<file path="src/rtl/slb_pkg.sv">
package slb_pkg;

    localparam int SLB_NUM_CH  = 4;
    localparam int SLB_DATA_W  = 8;
    localparam int SLB_SYNC    = 2;

    // bit positions of the serial pins inside the synchronizer vector
    localparam int PIN_SCLK = 0;
    localparam int PIN_CSN  = 1;
    localparam int PIN_DIN  = 2;
    localparam int PIN_SHDN = 3;
    localparam int PIN_CNT  = 4;

    // idle levels: clock low, select high, data low, shutdown released
    localparam logic [PIN_CNT-1:0] PIN_IDLE = 4'b1010;

    typedef struct packed {
        logic off;
    } slb_out_t;

endpackage

</file>
<file path="src/rtl/slb_sync.sv">
module slb_sync #(
    parameter int                WIDTH  = 4,
    parameter int                STAGES = 2,
    parameter logic [WIDTH-1:0]  IDLE   = '0
) (
    input  logic             clk,
    input  logic             rst_n,
    input  logic [WIDTH-1:0] d_i,
    output logic [WIDTH-1:0] q_o
);

    generate
        if (STAGES == 0) begin : g_bypass
            assign q_o = d_i;
        end else begin : g_chain
            logic [WIDTH-1:0] stage_d [STAGES];
            logic [WIDTH-1:0] stage_q [STAGES];

            always_comb begin
                stage_d[0] = d_i;
                for (int s = 1; s < STAGES; s++) begin
                    stage_d[s] = stage_q[s-1];
                end
            end

            always_ff @(posedge clk or negedge rst_n) begin
                if (!rst_n) begin
                    for (int s = 0; s < STAGES; s++) begin
                        stage_q[s] <= IDLE;
                    end
                end else begin
                    for (int s = 0; s < STAGES; s++) begin
                        stage_q[s] <= stage_d[s];
                    end
                end
            end

            assign q_o = stage_q[STAGES-1];
        end
    endgenerate

endmodule

</file>
<file path="src/rtl/slb_shifter.sv">
module slb_shifter #(
    parameter int WORD_W = 10
) (
    input  logic              clk,
    input  logic              rst_n,
    input  logic              sclk_i,
    input  logic              csn_i,
    input  logic              din_i,
    output logic [WORD_W-1:0] word_o,
    output logic              load_o,
    output logic              sdo_o,
    output logic              fall_o
);

    typedef struct packed {
        logic              sclk_prev;
        logic              csn_prev;
        logic [WORD_W-1:0] sr;
        logic              sdo;
    } shift_t;

    shift_t st_d, st_q;
    logic   rise;
    logic   fall;

    always_comb begin
        rise = sclk_i & ~st_q.sclk_prev;
        fall = ~sclk_i & st_q.sclk_prev;

        st_d           = st_q;
        st_d.sclk_prev = sclk_i;
        st_d.csn_prev  = csn_i;

        if (!csn_i && rise) begin
            st_d.sr = {st_q.sr[WORD_W-2:0], din_i};
        end
        // output bit moves on the falling edge so a following bank
        // samples a settled value on its next rising edge
        if (!csn_i && fall) begin
            st_d.sdo = st_q.sr[WORD_W-1];
        end
    end

    always_ff @(posedge clk or negedge rst_n) begin
        if (!rst_n) begin
            st_q.sclk_prev <= 1'b0;
            st_q.csn_prev  <= 1'b1;
            st_q.sr        <= '0;
            st_q.sdo       <= 1'b0;
        end else begin
            st_q <= st_d;
        end
    end

    assign word_o = st_q.sr;
    assign load_o = csn_i & ~st_q.csn_prev;
    assign sdo_o  = st_q.sdo;
    assign fall_o = fall;

endmodule

</file>
<file path="src/rtl/slb_latches.sv">
module slb_latches #(
    parameter int NUM_CH = 4,
    parameter int DATA_W = 8,
    parameter int ADDR_W = 2
) (
    input  logic                     clk,
    input  logic                     rst_n,
    input  logic                     load_i,
    input  logic [ADDR_W-1:0]        addr_i,
    input  logic [DATA_W-1:0]        data_i,
    output logic [NUM_CH*DATA_W-1:0] level_o
);

    localparam logic [DATA_W-1:0] MID = {1'b1, {(DATA_W-1){1'b0}}};

    generate
        for (genvar c = 0; c < NUM_CH; c++) begin : g_ch
            logic [DATA_W-1:0] lvl_d, lvl_q;

            always_comb begin
                lvl_d = lvl_q;
                if (load_i && (addr_i == ADDR_W'(c))) begin
                    lvl_d = data_i;
                end
            end

            always_ff @(posedge clk or negedge rst_n) begin
                if (!rst_n) begin
                    lvl_q <= MID;
                end else begin
                    lvl_q <= lvl_d;
                end
            end

            assign level_o[c*DATA_W +: DATA_W] = lvl_q;
        end
    endgenerate

endmodule

</file>
<file path="src/rtl/serial_latch_bank.sv">
module serial_latch_bank
    import slb_pkg::*;
#(
    parameter int NUM_CH      = SLB_NUM_CH,
    parameter int DATA_W      = SLB_DATA_W,
    parameter int SYNC_STAGES = SLB_SYNC
) (
    input  logic                     clk,
    input  logic                     rst_n,
    input  logic                     ser_clk,
    input  logic                     ser_csn,
    input  logic                     ser_din,
    input  logic                     shdn_n,
    output logic                     ser_dout,
    output logic                     shut_o,
    output logic [NUM_CH*DATA_W-1:0] level_o
);

    localparam int ADDR_W = $clog2(NUM_CH);
    localparam int WORD_W = ADDR_W + DATA_W;

    logic [PIN_CNT-1:0] pins_raw, pins_s;
    logic               sclk_s, csn_s, din_s, shdn_s;
    logic [WORD_W-1:0]  word;
    logic               load_en;
    logic               sdo_bit;
    logic               sclk_fall;
    slb_out_t           out_d, out_q;

    always_comb begin
        pins_raw           = '0;
        pins_raw[PIN_SCLK] = ser_clk;
        pins_raw[PIN_CSN]  = ser_csn;
        pins_raw[PIN_DIN]  = ser_din;
        pins_raw[PIN_SHDN] = shdn_n;
    end

    slb_sync #(
        .WIDTH  (PIN_CNT),
        .STAGES (SYNC_STAGES),
        .IDLE   (PIN_IDLE)
    ) i_sync (
        .clk   (clk),
        .rst_n (rst_n),
        .d_i   (pins_raw),
        .q_o   (pins_s)
    );

    assign sclk_s = pins_s[PIN_SCLK];
    assign csn_s  = pins_s[PIN_CSN];
    assign din_s  = pins_s[PIN_DIN];
    assign shdn_s = pins_s[PIN_SHDN];

    slb_shifter #(
        .WORD_W (WORD_W)
    ) i_shifter (
        .clk    (clk),
        .rst_n  (rst_n),
        .sclk_i (sclk_s),
        .csn_i  (csn_s),
        .din_i  (din_s),
        .word_o (word),
        .load_o (load_en),
        .sdo_o  (sdo_bit),
        .fall_o (sclk_fall)
    );

    slb_latches #(
        .NUM_CH (NUM_CH),
        .DATA_W (DATA_W),
        .ADDR_W (ADDR_W)
    ) i_latches (
        .clk     (clk),
        .rst_n   (rst_n),
        .load_i  (load_en),
        .addr_i  (word[WORD_W-1:DATA_W]),
        .data_i  (word[DATA_W-1:0]),
        .level_o (level_o)
    );

    always_comb begin
        out_d     = out_q;
        out_d.off = ~shdn_s;
    end

    always_ff @(posedge clk or negedge rst_n) begin
        if (!rst_n) begin
            out_q <= '0;
        end else begin
            out_q <= out_d;
        end
    end

    assign shut_o   = out_q.off;
    assign ser_dout = sdo_bit | out_q.off;

endmodule

</file>
<file path="config.mk">
export PLATFORM = sky130hd
export DESIGN_NAME = serial_latch_bank
export DESIGN_NICKNAME = d
export VERILOG_FILES = /design/src/rtl/slb_pkg.sv /design/src/rtl/slb_sync.sv /design/src/rtl/slb_shifter.sv /design/src/rtl/slb_latches.sv /design/src/rtl/serial_latch_bank.sv
export SDC_FILE = /design/constraint.sdc
export NUM_CORES = 1
export LEC_CHECK = 0
export BUFFER_PORTS_ARGS = -buffer_cell sky130_fd_sc_hd__buf_2
export CORE_MARGIN = 2
export CORE_UTILIZATION = 45
export DETAILED_ROUTE_END_ITERATION = 12
export HOLD_SLACK_MARGIN = 0.02
export PLACE_DENSITY = 0.76
export SYNTH_ARGS = -nofsm -noshare
export SYNTH_HDL_FRONTEND = slang
export SYNTH_SLANG_ARGS = --single-unit
</file>
<file path="constraint.sdc">
create_clock -name clk -period 1.4 [get_ports clk]
set_input_delay 0.14 -clock clk [delete_from_list [all_inputs] [get_ports clk]]
set_output_delay 0.14 -clock clk [all_outputs]
set_load 0.005 [all_outputs]
</file>
# After elaboration in Yosys (flattened, before gate mapping)
# Index checks and enable logic that the tools add are counted.
# totals
reg_bits	54
input_bits	6
out_inout_bits	34
word_cells	30
# op_classes
eq_ne	3
bitwise_logic	8
n_reduce_logical	8
# ops
operator	n
logical AND 1 bit	6
== test 2 bit, second input constant	2
NOT 1 bit	4
bitwise AND 1 bit	3
== test 2 x 1 -> 1 bit, second input constant	1
zero test 2 bit	1
zero test 1 bit	1
OR 1 bit	1

# Logic depth before layout (Yosys ltp)
# Gate-level depths: netlist of run 1.
# depth
ltp_word	3
depth_mapped	3
ltp_nobuf	2

# Hierarchy
# From an unflattened synthesis of run 1, not the netlist that was laid out.
# unflattened
hier_cells	118
hier_area_um2	2028.2
# modules_own_cells
module	n_inst	cells_each	area_per_inst_um2	seq_area_each_um2
slb_latches	1	68	1217.4	805.8
slb_shifter	1	39	570.5	326.6
slb_sync	1	8	205.2	205.2
serial_latch_bank	1	3	35.0	25.0

# Least setup slack after synthesis of run 1
# OpenSTA, ideal clock, no wires.
# synth_timing
kind	register to register
from	register i_sync.g_chain.stage_q (netlist bit i_sync.q_o[1])
to	register i_latches.g_ch[2].lvl_q[0]
setup_ps	125
arrival_time_ps	1347
required_time_ps	1275
slack_ps	-71
path_stages_with_launch	4
n_path_buf	1
cell_sequence	dfstp_2 nor4bb_1 buf_2 mux2_2
# synth_between
elab_chain_cells	2
# synth_lines
item	line	text
start: declaration	slb_sync.sv:17	logic [WIDTH-1:0] stage_q [STAGES];
start signal: indexed assignment	slb_sync.sv:33	stage_q[s] <= stage_d[s];
bitwise AND 1 bit	slb_shifter.sv:56	assign load_o = csn_i & ~st_q.csn_prev;
logical AND 1 bit	slb_latches.sv:22	if (load_i && (addr_i == ADDR_W'(c))) begin
end signal: assignment	slb_latches.sv:31	lvl_q <= lvl_d;
end: declaration	slb_latches.sv:18	logic [DATA_W-1:0] lvl_d, lvl_q;
# Every way passes these cells.
# A chain may end at the register's enable or synchronous reset.

# Final worst setup path of run 1
# layout_timing
from	register i_sync.g_chain.stage_q (netlist bit i_sync.q_o[1])
to	register i_latches.g_ch[2].lvl_q[5]
# Same word-level chain as after synthesis.

==> results by stage, run 1 <==
Outcome:
- The final reports fail on setup timing.
- The run finished, with violations left.

Placement:
- Before CTS, the worst setup slack after placement is -97.5 ps.
- The cell count after placement is 203.
- The final RePlAce weighted congestion is 0.700.
- The HPWL reported at the end of detailed placement is 2330 microns.
- The count of buffers from port buffering is 39.
- Summing all placed instances gives a cell area of 2280 sq um.

Floorplanning:
- The number of rows in the core area is 23.
- The die height is 69.8 microns.
- The die width is 69.8 microns.
- The core region is 4090 sq um.
- The initial core utilization is 47.7%.
- 40 I/O pins were placed.
- The area of the die is 4870 sq um.

Final layout:
- 0 antenna diodes ended up in the layout.
- The total non-filler cell area in the finished layout is 2540 sq um.
- The area added between synthesis and finish is 30.4%.
- The post-route non-filler standard cell count is 217.
- The final design utilization is 62.2%.
- The layout cell share with drive strength beyond 1 is 68.3%.
- The number of nets in the layout is 172.
- The top cell types in the final layout, fill and taps aside, are dfrtp_1, buf_2, mux2_2.
- The most frequent standard cell in the layout excluding fill and tap cells is dfrtp_1.

Power:
- Dividing total power by cell area gives a power density of 1470 nW/um^2.
- The total leakage power is 1.32 nW.
- IR analysis of the VDD net gives a maximum drop of 1100 uV.

Worst setup path:
- STA classifies the critical path startpoint as a flop.
- Data arrives at the worst endpoint at 1640 ps.
- The endpoint class of the critical path is a flop.
- By startpoint and endpoint, the worst setup path is classified as flop to flop.
- Of all nets on the critical path, the largest fanout is 4.
- The data required time of the worst path is 1590 ps.

Logic synthesis:
- The Yosys step of the flow raised 0 warnings.
- A synthesized cell averages 18.0 sq um.
- The cell count after synthesis came out at 108.
- After synthesis the cells add up to 1950 sq um.
- After synthesis the netlist holds a flip-flop and latch count of 54.
- The number of nets in the synthesized netlist is 114.
- The share of synthesized area occupied by flip-flops and latches is 69.9%.
- The number of different library cells used by synthesis comes to 11.

STA:
- The final critical delay including setup and external delays is 1450 ps.
- Measured against its own limit, the worst slew margin works out to 81.2%.
- The final count of pins violating max slew was 0.
- The number of hold-slack violations in the final timing report is 0.
- The share of the clock period used by the worst path is 103%.
- The largest clock skew in the final design is 6.92 ps.
- For this run, the top clock speed supported by timing is 691 MHz.
- At the pin with the least slew margin, the transition time is 282 ps.
- Setup violations remaining at the end of the flow were counted as 22.
- Setup repair after global routing could not meet its margin everywhere.
- The final critical-path setup slack is -46.3 ps.
- The setup total negative slack is -439 ps.

CTS:
- The number of levels in the clock H-tree is 2.
- The insertion delay of the later-clocked pin in the worst-skew pair is 300 ps.
- The clock drives 54 sinks.
- The clock buffer count from CTS is 5.
- The clock passes through at most 2 buffers.
- The clock transition time at the flip-flop clock pins of the worst setup and hold paths is 90 ps.
- The count of buffers added by post-CTS timing repair for setup is 0.
- TritonCTS built the clock tree.
- The cell at the root of the clock tree is clkbuf_8.

Route:
- The via count is 1,099.
- The routed design uses 209 microns of met3 wire.
- Dividing the detail-routed wire length by the instance count gives 16.6 microns.
- The detailed-routing wirelength on met1 is 1590 microns.
- After detailed routing, the number of remaining DRC violations is 0.
- The count of nets left with antenna violations once routing finished came out at 0.
- The highest routing layer actually used is met4.
- In the detailed route, the total length drawn on met2 is 1760 microns.
- The post-detailed-routing wire length is 3600 microns.
- The first detailed-routing pass took 3 iterations.
- Using the TritonRoute via totals, the vias-per-cell ratio works out to 5.06.
- After the first detailed-routing iteration, the DRC count stood at 20.

GRT:
- Entering global routing, the biggest net connects 55 pins.
- In the global route stage, overall resource usage came out at 15.6%.
- The number of antenna violations at the first check in global routing is 0.
- The number of global-route vias before repair is 1,150.
- The first global-routing pass estimated 5920 microns of wire.
- The total overflow left after global routing is 0.

Job:
- The max-capacitance violation count is 0.

Min path:
- The path type of the worst min-delay path is flop to flop.
## critical path: stages (launching register included)
cell and delay (ps):
dfstp_2 570, nor4bb_4 270, buf_4 210, mux2_4 300
## state kept, by name, summed over array words and instances, names as in the netlist
name	cells
i_latches.g_ch.lvl_q	32
i_shifter.word_o	10
i_sync.g_chain.stage_d	4
i_sync.q_o	4
i_shifter.st_q	2
i_shifter.sdo_o	1
shut_o	1
## power by group
part / internal (mW) / switching (mW)
sequential: 1.87 / 0.272
clock: 0.356 / 0.451
combinational: 0.532 / 0.260
## cell families after synthesis
kind of cell,after synthesis,share of synthesized area (%)
buffers and inverters,4,0.963
flip-flops,54,69.9
multiplexers,43,24.9
AND/OR/NAND/NOR,7,4.24
## final cells by class
type,count,area (sq um)
clock buffer,8,80.1
inverter,1,3.75
sequential,54,1370
tap,50,62.6
multi-input combinational,50,684
fill,321,1550
timing repair buffer,54,344
## synth_stat cells
library cell / count / area (sq um)
nand4b_2: 1 / 15.0
or2_2: 1 / 6.26
and4bb_2: 1 / 12.5
nor4bb_1: 1 / 10.0
nor4b_4: 1 / 23.8
nor3b_1: 2 / 15.0
inv_1: 1 / 3.75
buf_2: 3 / 15.0
mux2_2: 43 / 484
dfstp_2: 9 / 236
dfrtp_1: 45 / 1130
## path summary, 6_finish.rpt
kind                                            from                         end  slack, ps  cells past startpoint
hold / removal             i_sync.g_chain.stage_d[0]               i_sync.q_o[0]        350                      0
min in group asynchronous                      rst_n  i_latches.g_ch[2].lvl_q[1]        360                      3
hold reg to reg            i_sync.g_chain.stage_d[0]               i_sync.q_o[0]        350                      0
setup / recovery                       i_sync.q_o[1]  i_latches.g_ch[2].lvl_q[5]        -50                      3
max in group asynchronous                      rst_n  i_latches.g_ch[0].lvl_q[7]        760                      3
setup reg to reg                       i_sync.q_o[1]  i_latches.g_ch[2].lvl_q[5]        -50                      3
## stage by stage
step | total power, mW | hold slack [ps]
detailed placement | 2.80 | 155
finish | 3.74 | 353
floorplan | 2.43 | -156
CTS | 3.74 | 352
global placement | 2.75 | 145
global route | 3.95 | 356
## metal layers
layer,up-vias,track usage (%)
met5,-,0
met4,0,4.06
met3,4,5.81
met2,33,23.9
met1,567,21.2
li1,495,-
## what timing repair did
action / 4_1_cts / 5_1_grt
endpoints found under the hold margin: 49 / 0
resized for setup: 24 / 8
pin swaps: 1 / 1
cloned: 1 / 0
setup endpoints to repair: 40 / 31
hold buffers: 5 / 0
No activity file was read; power rests on OpenSTA's default activity.
==> inputs of run 2 (changes only) <==
CORE_ASPECT_RATIO = 0.8   (was not set)
==> run 2 against run 1 <==
The flow still finishes with violations (setup timing). Die area about the same. Clock skew up 2.7 ps. Sequential power about the same. Critical endpoint is now i_latches.g_ch[2].lvl_q[3]. Highest routed layer unchanged.
==> results by stage, run 2 (synthesized netlist as in run 1, its figures left out) <==
Outcome:
- The run finished, with violations left.
- The final reports fail on setup timing.

GRT:
- Global routing consumed, over all layers together, 17.6% of the routing resources.
- The number of antenna violations at the first check in global routing was 0.
- Entering global routing, the biggest net connects 55 pins.
- The overall overflow remaining after global route is 0.
- The first global-routing pass estimated 6460 microns of wire.
- The number of global-route vias before repair was 1,218.

Power:
- For this design the ratio of total power to cell area is 1600 nW/um^2.
- The clock share of power is 29.6%.
- In this run switching power makes up 24.6% of total power.
- The total leakage power is 1.36 nW.
- The share of power burned in registers is 51.3%.
- Total power for the finished layout comes to 4.21 mW.
- The share of total power in combinational logic is 19.1%.
- VDD sags by at most 973 uV.
- Cell internal power was estimated by the tool at 3.18 mW.
- In this run the power spent charging and discharging nets is 1.04 mW.

Worst setup path:
- The worst setup path is of the flop to flop kind.
- The critical path's top delay family is flip-flops.
- On the worst path, the slowest cell contributes a delay of 590 ps.
- The nature of the critical path startpoint is a flop.
- The critical path data arrival time is 1690 ps.
- The largest individual stage delay along the critical path comes from the cell dfstp_2.
- The data required time of the worst path is 1600 ps.
- The count of buffer and inverter cells on the critical path is 1.
- The peak fanout along the critical path is 8.
- The signal on the critical path passes through nor4bb_2, buf_4, mux2_4.
- The worst setup path is captured at a flop.

STA:
- The top achievable clock speed is 671 MHz.
- After layout, the worst path uses 106% of the clock period.
- The final critical delay including setup and external delays is 1490 ps.
- The worst slew margin relative to its limit is 81.4%.
- For the pin with the worst max-slew slack, the measured transition is 278 ps.
- Setup repair after global routing could not meet its margin everywhere.
- The largest clock skew in the final design is 9.60 ps.
- Across all hold checks on the routed design, the worst slack comes to 337 ps.
- Setup violations remaining at the end of the flow were counted as 23.
- The setup total negative slack is -1160 ps.
- The number of hold-slack violations in the final timing report was 0.
- The final count of pins violating max slew is 0.
- The final critical-path setup slack is -89.8 ps.

CTS:
- Counting the buffers created by CTS gives 5.
- The clock transition time at the flip-flop clock pins of the worst setup and hold paths is 90 ps.
- The tree is rooted in a clkbuf_8.
- The insertion delay of the later-clocked pin in the worst-skew pair is 310 ps.
- The number of sinks on the clock net is 54.
- The count of buffers added by post-CTS timing repair for setup is 0.
- The clock tree synthesis step divided the H-tree into 2 levels.
- The TritonCTS clock tree is done.
- The maximum clock insertion buffer count is 2.

Placement:
- The final RePlAce weighted congestion is 0.705.
- The count of buffers from port buffering is 39.
- The post-place instance area is 2320 sq um.
- The cell count after placement is 212.
- The worst setup timing slack at the placement stage is -77.9 ps.
- After legalization and detailed placement, the total HPWL measured 2340 microns.

Route:
- The DRC violation total after the first TritonRoute iteration is 58.
- The post-detailed-routing wire length is 3740 microns.
- The first-pass detailed-route iteration total is 3.
- In this run the remaining antenna-violating nets after routing total 0.
- Dividing the detail-routed wire length by the instance count gives 16.6 microns.
- The final routed DRC violation total is 0.
- In the routed layout, each cell is associated on average with a via count of 4.92.
- The via count is 1,112.

Floorplanning:
- The die height is 62.9 microns.
- The floorplan step defined a die boundary enclosing 4870 sq um.
- The total area inside the core boundary comes to 4180 sq um.
- In this run the core area contains 21 standard-cell rows.
- 40 I/O pins were placed.
- Measured along the x axis, the die boundary spans 77.6 microns.
- The initial utilization of the core area, before any placement, comes to 46.6%.

Final layout:
- The area added between synthesis and finish is 35.0%.
- The number of antenna diodes is 0.
- The total non-filler cell area in the finished layout is 2630 sq um.
- The top cell types in the final layout, fill and taps aside, are dfrtp_1, buf_2, mux2_4.
- The register with the most flip-flops in the layout has 32 of them.
- Leaving out fill and tap cells, the most frequent cell in the layout is dfrtp_1.
- The final layout contains 174 nets.
- In the final layout, the share of cells above drive strength 1 is 69.2%.
- The post-route non-filler standard cell count is 226.
- Cells fill 63.0% of the core in the end.
- i_latches.g_ch.lvl_q holds more flip-flops than any other register.

Job:
- The max-capacitance violation count is 0.

Min path:
- The min-delay analysis places its worst path in the category input port to asynchronous set/reset pin.
## run 2: cell count changes in the layout (fill, tap and decap cells not counted), moves of 2 or more
cell,before,now
clkbuf_1,3,0
bufinv_16,0,2
mux2_4,21,25
dfrtp_2,2,0
mux2_2,22,18
dfrtp_1,43,45
## run 2: per-layer routing
layer,global-route usage (%),vias to the layer above,part of all wire [%]
met5,0,-,0
met2,28.8,24,49
met1,22.4,577,46
met3,4.48,7,3.2
met4,7.37,0,1.8
li1,-,504,-
## run 2: final cells by class
| cell class | instances | area (sq um) |
|---|---|---|
| sequential | 54 | 1360 |
| fill | 291 | 1550 |
| clock inverter | 2 | 60.1 |
| inverter | 1 | 3.75 |
| timing repair buffer | 56 | 372 |
| multi-input combinational | 50 | 678 |
| clock buffer | 6 | 82.6 |
| tap | 57 | 71.3 |
## run 2: power by group through the flow
| stage | clock network, mW | logic [mW] | registers [mW] |
|---|---|---|---|
| floorplan | 0 | 0.329 | 2.10 |
| detailed placement | 0 | 0.645 | 2.16 |
| CTS | 1.28 | 0.778 | 2.15 |
| global route | 1.35 | 0.869 | 2.21 |
| global placement | 0 | 0.626 | 2.13 |
| finish | 1.25 | 0.807 | 2.16 |
## run 2: what timing repair did
item / 4_1_cts / 5_1_grt
hold buffers: 5 / 0
gates resized for setup: 25 / 7
cloned: 1 / 0
pin swaps: 1 / 1
endpoints found under the setup margin: 33 / 41
endpoints found under the hold margin: 49 / 0
## run 2: final timing paths
check / cells after the start / start / end / slack (ps)
worst max-delay path: 3 / i_sync.q_o[1] / i_latches.g_ch[2].lvl_q[3] / -90
worst min-delay path: 3 / rst_n / i_latches.g_ch[0].lvl_q[6] / 340
worst max register to register: 3 / i_sync.q_o[1] / i_latches.g_ch[2].lvl_q[3] / -90
worst min register to register: 0 / i_sync.g_chain.stage_d[2] / i_sync.q_o[2] / 360
max in group asynchronous: 3 / rst_n / i_sync.g_chain.stage_d[3] / 750
min in group clk: 0 / i_sync.g_chain.stage_d[2] / i_sync.q_o[2] / 360
## run 2: tightest hold or removal path: stages
cell and delay, ps:
dlygate4sd3_1 520, buf_2 120, buf_12 250
==> inputs of run 3 (changes only) <==
--- a/config.mk
+++ b/config.mk
@@ -13,4 +13,5 @@
 export HOLD_SLACK_MARGIN = 0.02
 export PLACE_DENSITY = 0.76
+export SETUP_SLACK_MARGIN = 0.4
 export SYNTH_ARGS = -nofsm -noshare
 export SYNTH_HDL_FRONTEND = slang
==> constraint.sdc (replaced) <==
create_clock -name clk -period 1.4 [get_ports clk]
set_input_delay 0.21 -clock clk [delete_from_list [all_inputs] [get_ports clk]]
set_output_delay 0.21 -clock clk [all_outputs]
set_load 0.005 [all_outputs]
==> run 3 against run 2 <==
The flow still finishes with violations (setup timing). Power fell by 1.3%. Critical path depth did not move. Final cell count rose by 9.7%. Global-route usage fell by 1.6 points. Final area rose by 6.9%. Die area did not move. Sequential power barely moved. Worst hold slack improved by 22 ps. Clock power fell by 19%. First-iteration DRC count fell by 41%. Sequential share of layout area fell by 3.2 points. Clock skew fell by 1.8 ps. Critical endpoint is now i_latches.g_ch[0].lvl_q[2]. Largest power group unchanged.
==> results by stage, run 3 (synthesized netlist as in run 1, its figures left out) <==
Placement:
- The HPWL reported at the end of detailed placement is 2360 microns.
- The post-place instance area is 2370 sq um.
- In this run, placement finished with an instance count of 214.
- During placement, the flow inserted port buffers numbering 39.
- The final RePlAce weighted congestion is 0.788.

GRT:
- The maximum number of pins on one net before global-route repair is 55.
- The number of antenna violations at the first check in global routing was 0.
- The number of global-route vias before repair came to 1,249.
- Across every metal layer, demand over resource in global routing totals 16.0%.
- For this run the aggregate overflow at the end of global routing stands at 0.
- The first global-routing pass estimated 6070 microns of wire.

Route:
- The final routed wire length divided by cell count is 15.1 microns.
- The number of vias per cell after detailed routing is 4.75.
- The post-detailed-routing wire length is 3750 microns.
- The count of nets left with antenna violations after detail routing is 0.
- The via count is 1,179.
- For this run, design rule violations remaining after detail routing come to 0.
- For this run, the detailed router's first-pass iteration total came to 4.
- The DRC violation total after the first TritonRoute iteration is 34.

Outcome:
- The flow ran to the end, but the final reports show violations.
- The final reports fail on setup timing.

CTS:
- In this run, CTS created clock tree buffers numbering 5.
- The maximum clock insertion buffer count is 2.
- CTS built an H-tree with a depth of 2.
- The number of sinks on the clock net is 54.
- The clock reaches the later pin of the worst-skew pair after 300 ps.
- The TritonCTS clock tree is done.
- The clock transition time at the flip-flop clock pins of the worst setup and hold paths is 90 ps.
- The cell at the root of the clock tree is clkbuf_8.

STA:
- The clock arrives with 7.84 ps of skew.
- The number of hold-slack violations in the final timing report is 0.
- The final count of negative-setup-slack endpoints is 20.
- The final count of pins violating max slew is 0.
- Of the available clock period, the critical path in the final layout requires 104%.
- Measured against its own limit, the worst slew margin works out to 82.0%.
- For this run, the top clock speed supported by timing is 689 MHz.
- Counting I/O delays and the setup requirement, the final critical path takes 1450 ps.
- Once routing completed, OpenROAD measured the worst setup slack at -50.6 ps.
- Setup repair after global routing could not meet its margin everywhere.
- At the pin with the least slew margin, the transition time is 270 ps.

Worst setup path:
- The worst register-to-register path ends at i_latches.g_ch[0].lvl_q[2].
- The critical path class is flop to flop.
- For the worst setup path, the data required time is 1590 ps.
- The critical path data arrival time is 1640 ps.
- The endpoint class of the critical path is a flop.
- The launch instance of the worst register-to-register path is i_sync.q_o[1].
- The peak fanout along the critical path is 5.
- The slack of the worst reg-to-reg path is -50 ps.
- The number of cells traversed by the worst register-to-register path is 3.
- The worst setup path is launched from a flop.

Final layout:
- The number of flip-flops under the largest register name is 32.
- The library cells used most frequently in the layout, excluding fill and tap cells, are dfrtp_1, buf_2, mux2_4, buf_4, mux2_2.
- i_latches.g_ch.lvl_q holds more flip-flops than any other register.
- The total non-filler cell area in the finished layout is 2810 sq um.
- The area growth from synthesis to layout is 44.3%.
- The layout cell share with drive strength beyond 1 is 74.3%.
- The number of antenna diodes is 0.
- For this run, the share of the core covered by cells in the final layout is 67.3%.
- After filler insertion, the fill cell instance count of the layout stands at 301.
- The library cell used most frequently in the layout, excluding fill and tap cells, is dfrtp_1.
- In the final design database the tool counted 196 nets.
- Excluding fillers, the count of instances in the completed layout stands at 248.

Power:
- For this design the ratio of total power to cell area is 1480 nW/um^2.
- The maximum ir drop on the vdd rail is 862 uV.
- The total leakage power is 1.46 nW.
- The overall power is 4.16 mW.

Floorplanning:
- The top-level I/O count is 40.
- The die is 62.9 microns tall.
- Measured along the x axis, the die boundary spans 77.6 microns.
- The number of rows in the core area is 21.
- The core region is 4180 sq um.
- The initial core utilization is 46.6%.
- The area of the die is 4870 sq um.

Job:
- The tool flagged a number of max-cap violations equal to 0.

Min path:
- The worst hold path passes through 0 cells.
- The destination of the worst hold path is i_sync.q_o[2].
- In this run the worst hold path is classified as flop to flop.
- In this run the most critical hold path is launched from i_sync.g_chain.stage_d[2].
run 3: changes by cell type in the layout (fill, tap and decap cells not counted), sizes merged:
cell      change
clkinvlp      +2
bufinv        -1
clkbuf        -1
buf          +22
run 3: report_power, final:
part           switching [mW]  internal [mW]
Combinational           0.301          0.703
Clock                   0.480          0.532
Sequential              0.276           1.87
Total                    1.06           3.10
run 3: worst max-delay path, stage by stage (launching register included):
cell     delay, ps
dfstp_2        590
nor4b_4        250
buf_4          200
mux2_4         300
run 3: how the worst max path moves through the flow:
stage / end / start / slack (ps)
global placement: i_latches.g_ch[2].lvl_q[6] / i_sync.q_o[1] / -50
finish: i_latches.g_ch[0].lvl_q[2] / i_sync.q_o[1] / -50
CTS: i_latches.g_ch[0].lvl_q[2] / i_sync.q_o[1] / -50
floorplan: i_latches.g_ch[0].lvl_q[0] / i_sync.q_o[1] / -50
global route: i_latches.g_ch[2].lvl_q[0] / i_sync.q_o[1] / -120
detailed placement: i_latches.g_ch[2].lvl_q[3] / i_sync.q_o[1] / -80
run 3: final cells by class:
cell class / instances / area (sq um) / area share (%)
repair buffers: 78 / 558 / 19.9
well taps: 57 / 71.3 / 2.54
flip-flops and latches: 54 / 1370 / 48.6
clock inverters: 3 / 45.0 / 1.60
clock buffers: 5 / 68.8 / 2.45
inverters: 1 / 3.75 / 0.134
multi-input cells: 50 / 698 / 24.8
run 3: routing by layer:
metal  track usage, %  wire, microns
met1             21.8           1730
met3             4.19            149
met2             26.0           1840
met4             4.02             23
met5                0              0
run 3: stage by stage:
step / hold WS, ps / setup WS, ps / TNS, ps
3_5_place_dp: 228 / -80.5 / -828
5_1_grt: 364 / -117 / -2090
6_report: 358 / -50.6 / -515
3_3_place_gp: 216 / -45.4 / -252
2_1_floorplan: -85.6 / -54.1 / -421
4_1_cts: 360 / -50.8 / -639
run 3: timing repair:
| item | in CTS | in global routing |
|---|---|---|
| setup endpoints to repair | 77 | 77 |
| setup buffers | 15 | 5 |
| endpoints found under the hold margin | 49 | 0 |
| pin swaps | 2 | 0 |
| hold buffers | 5 | 0 |
| resized for setup | 28 | 3 |
| cloned | 1 | 0 |
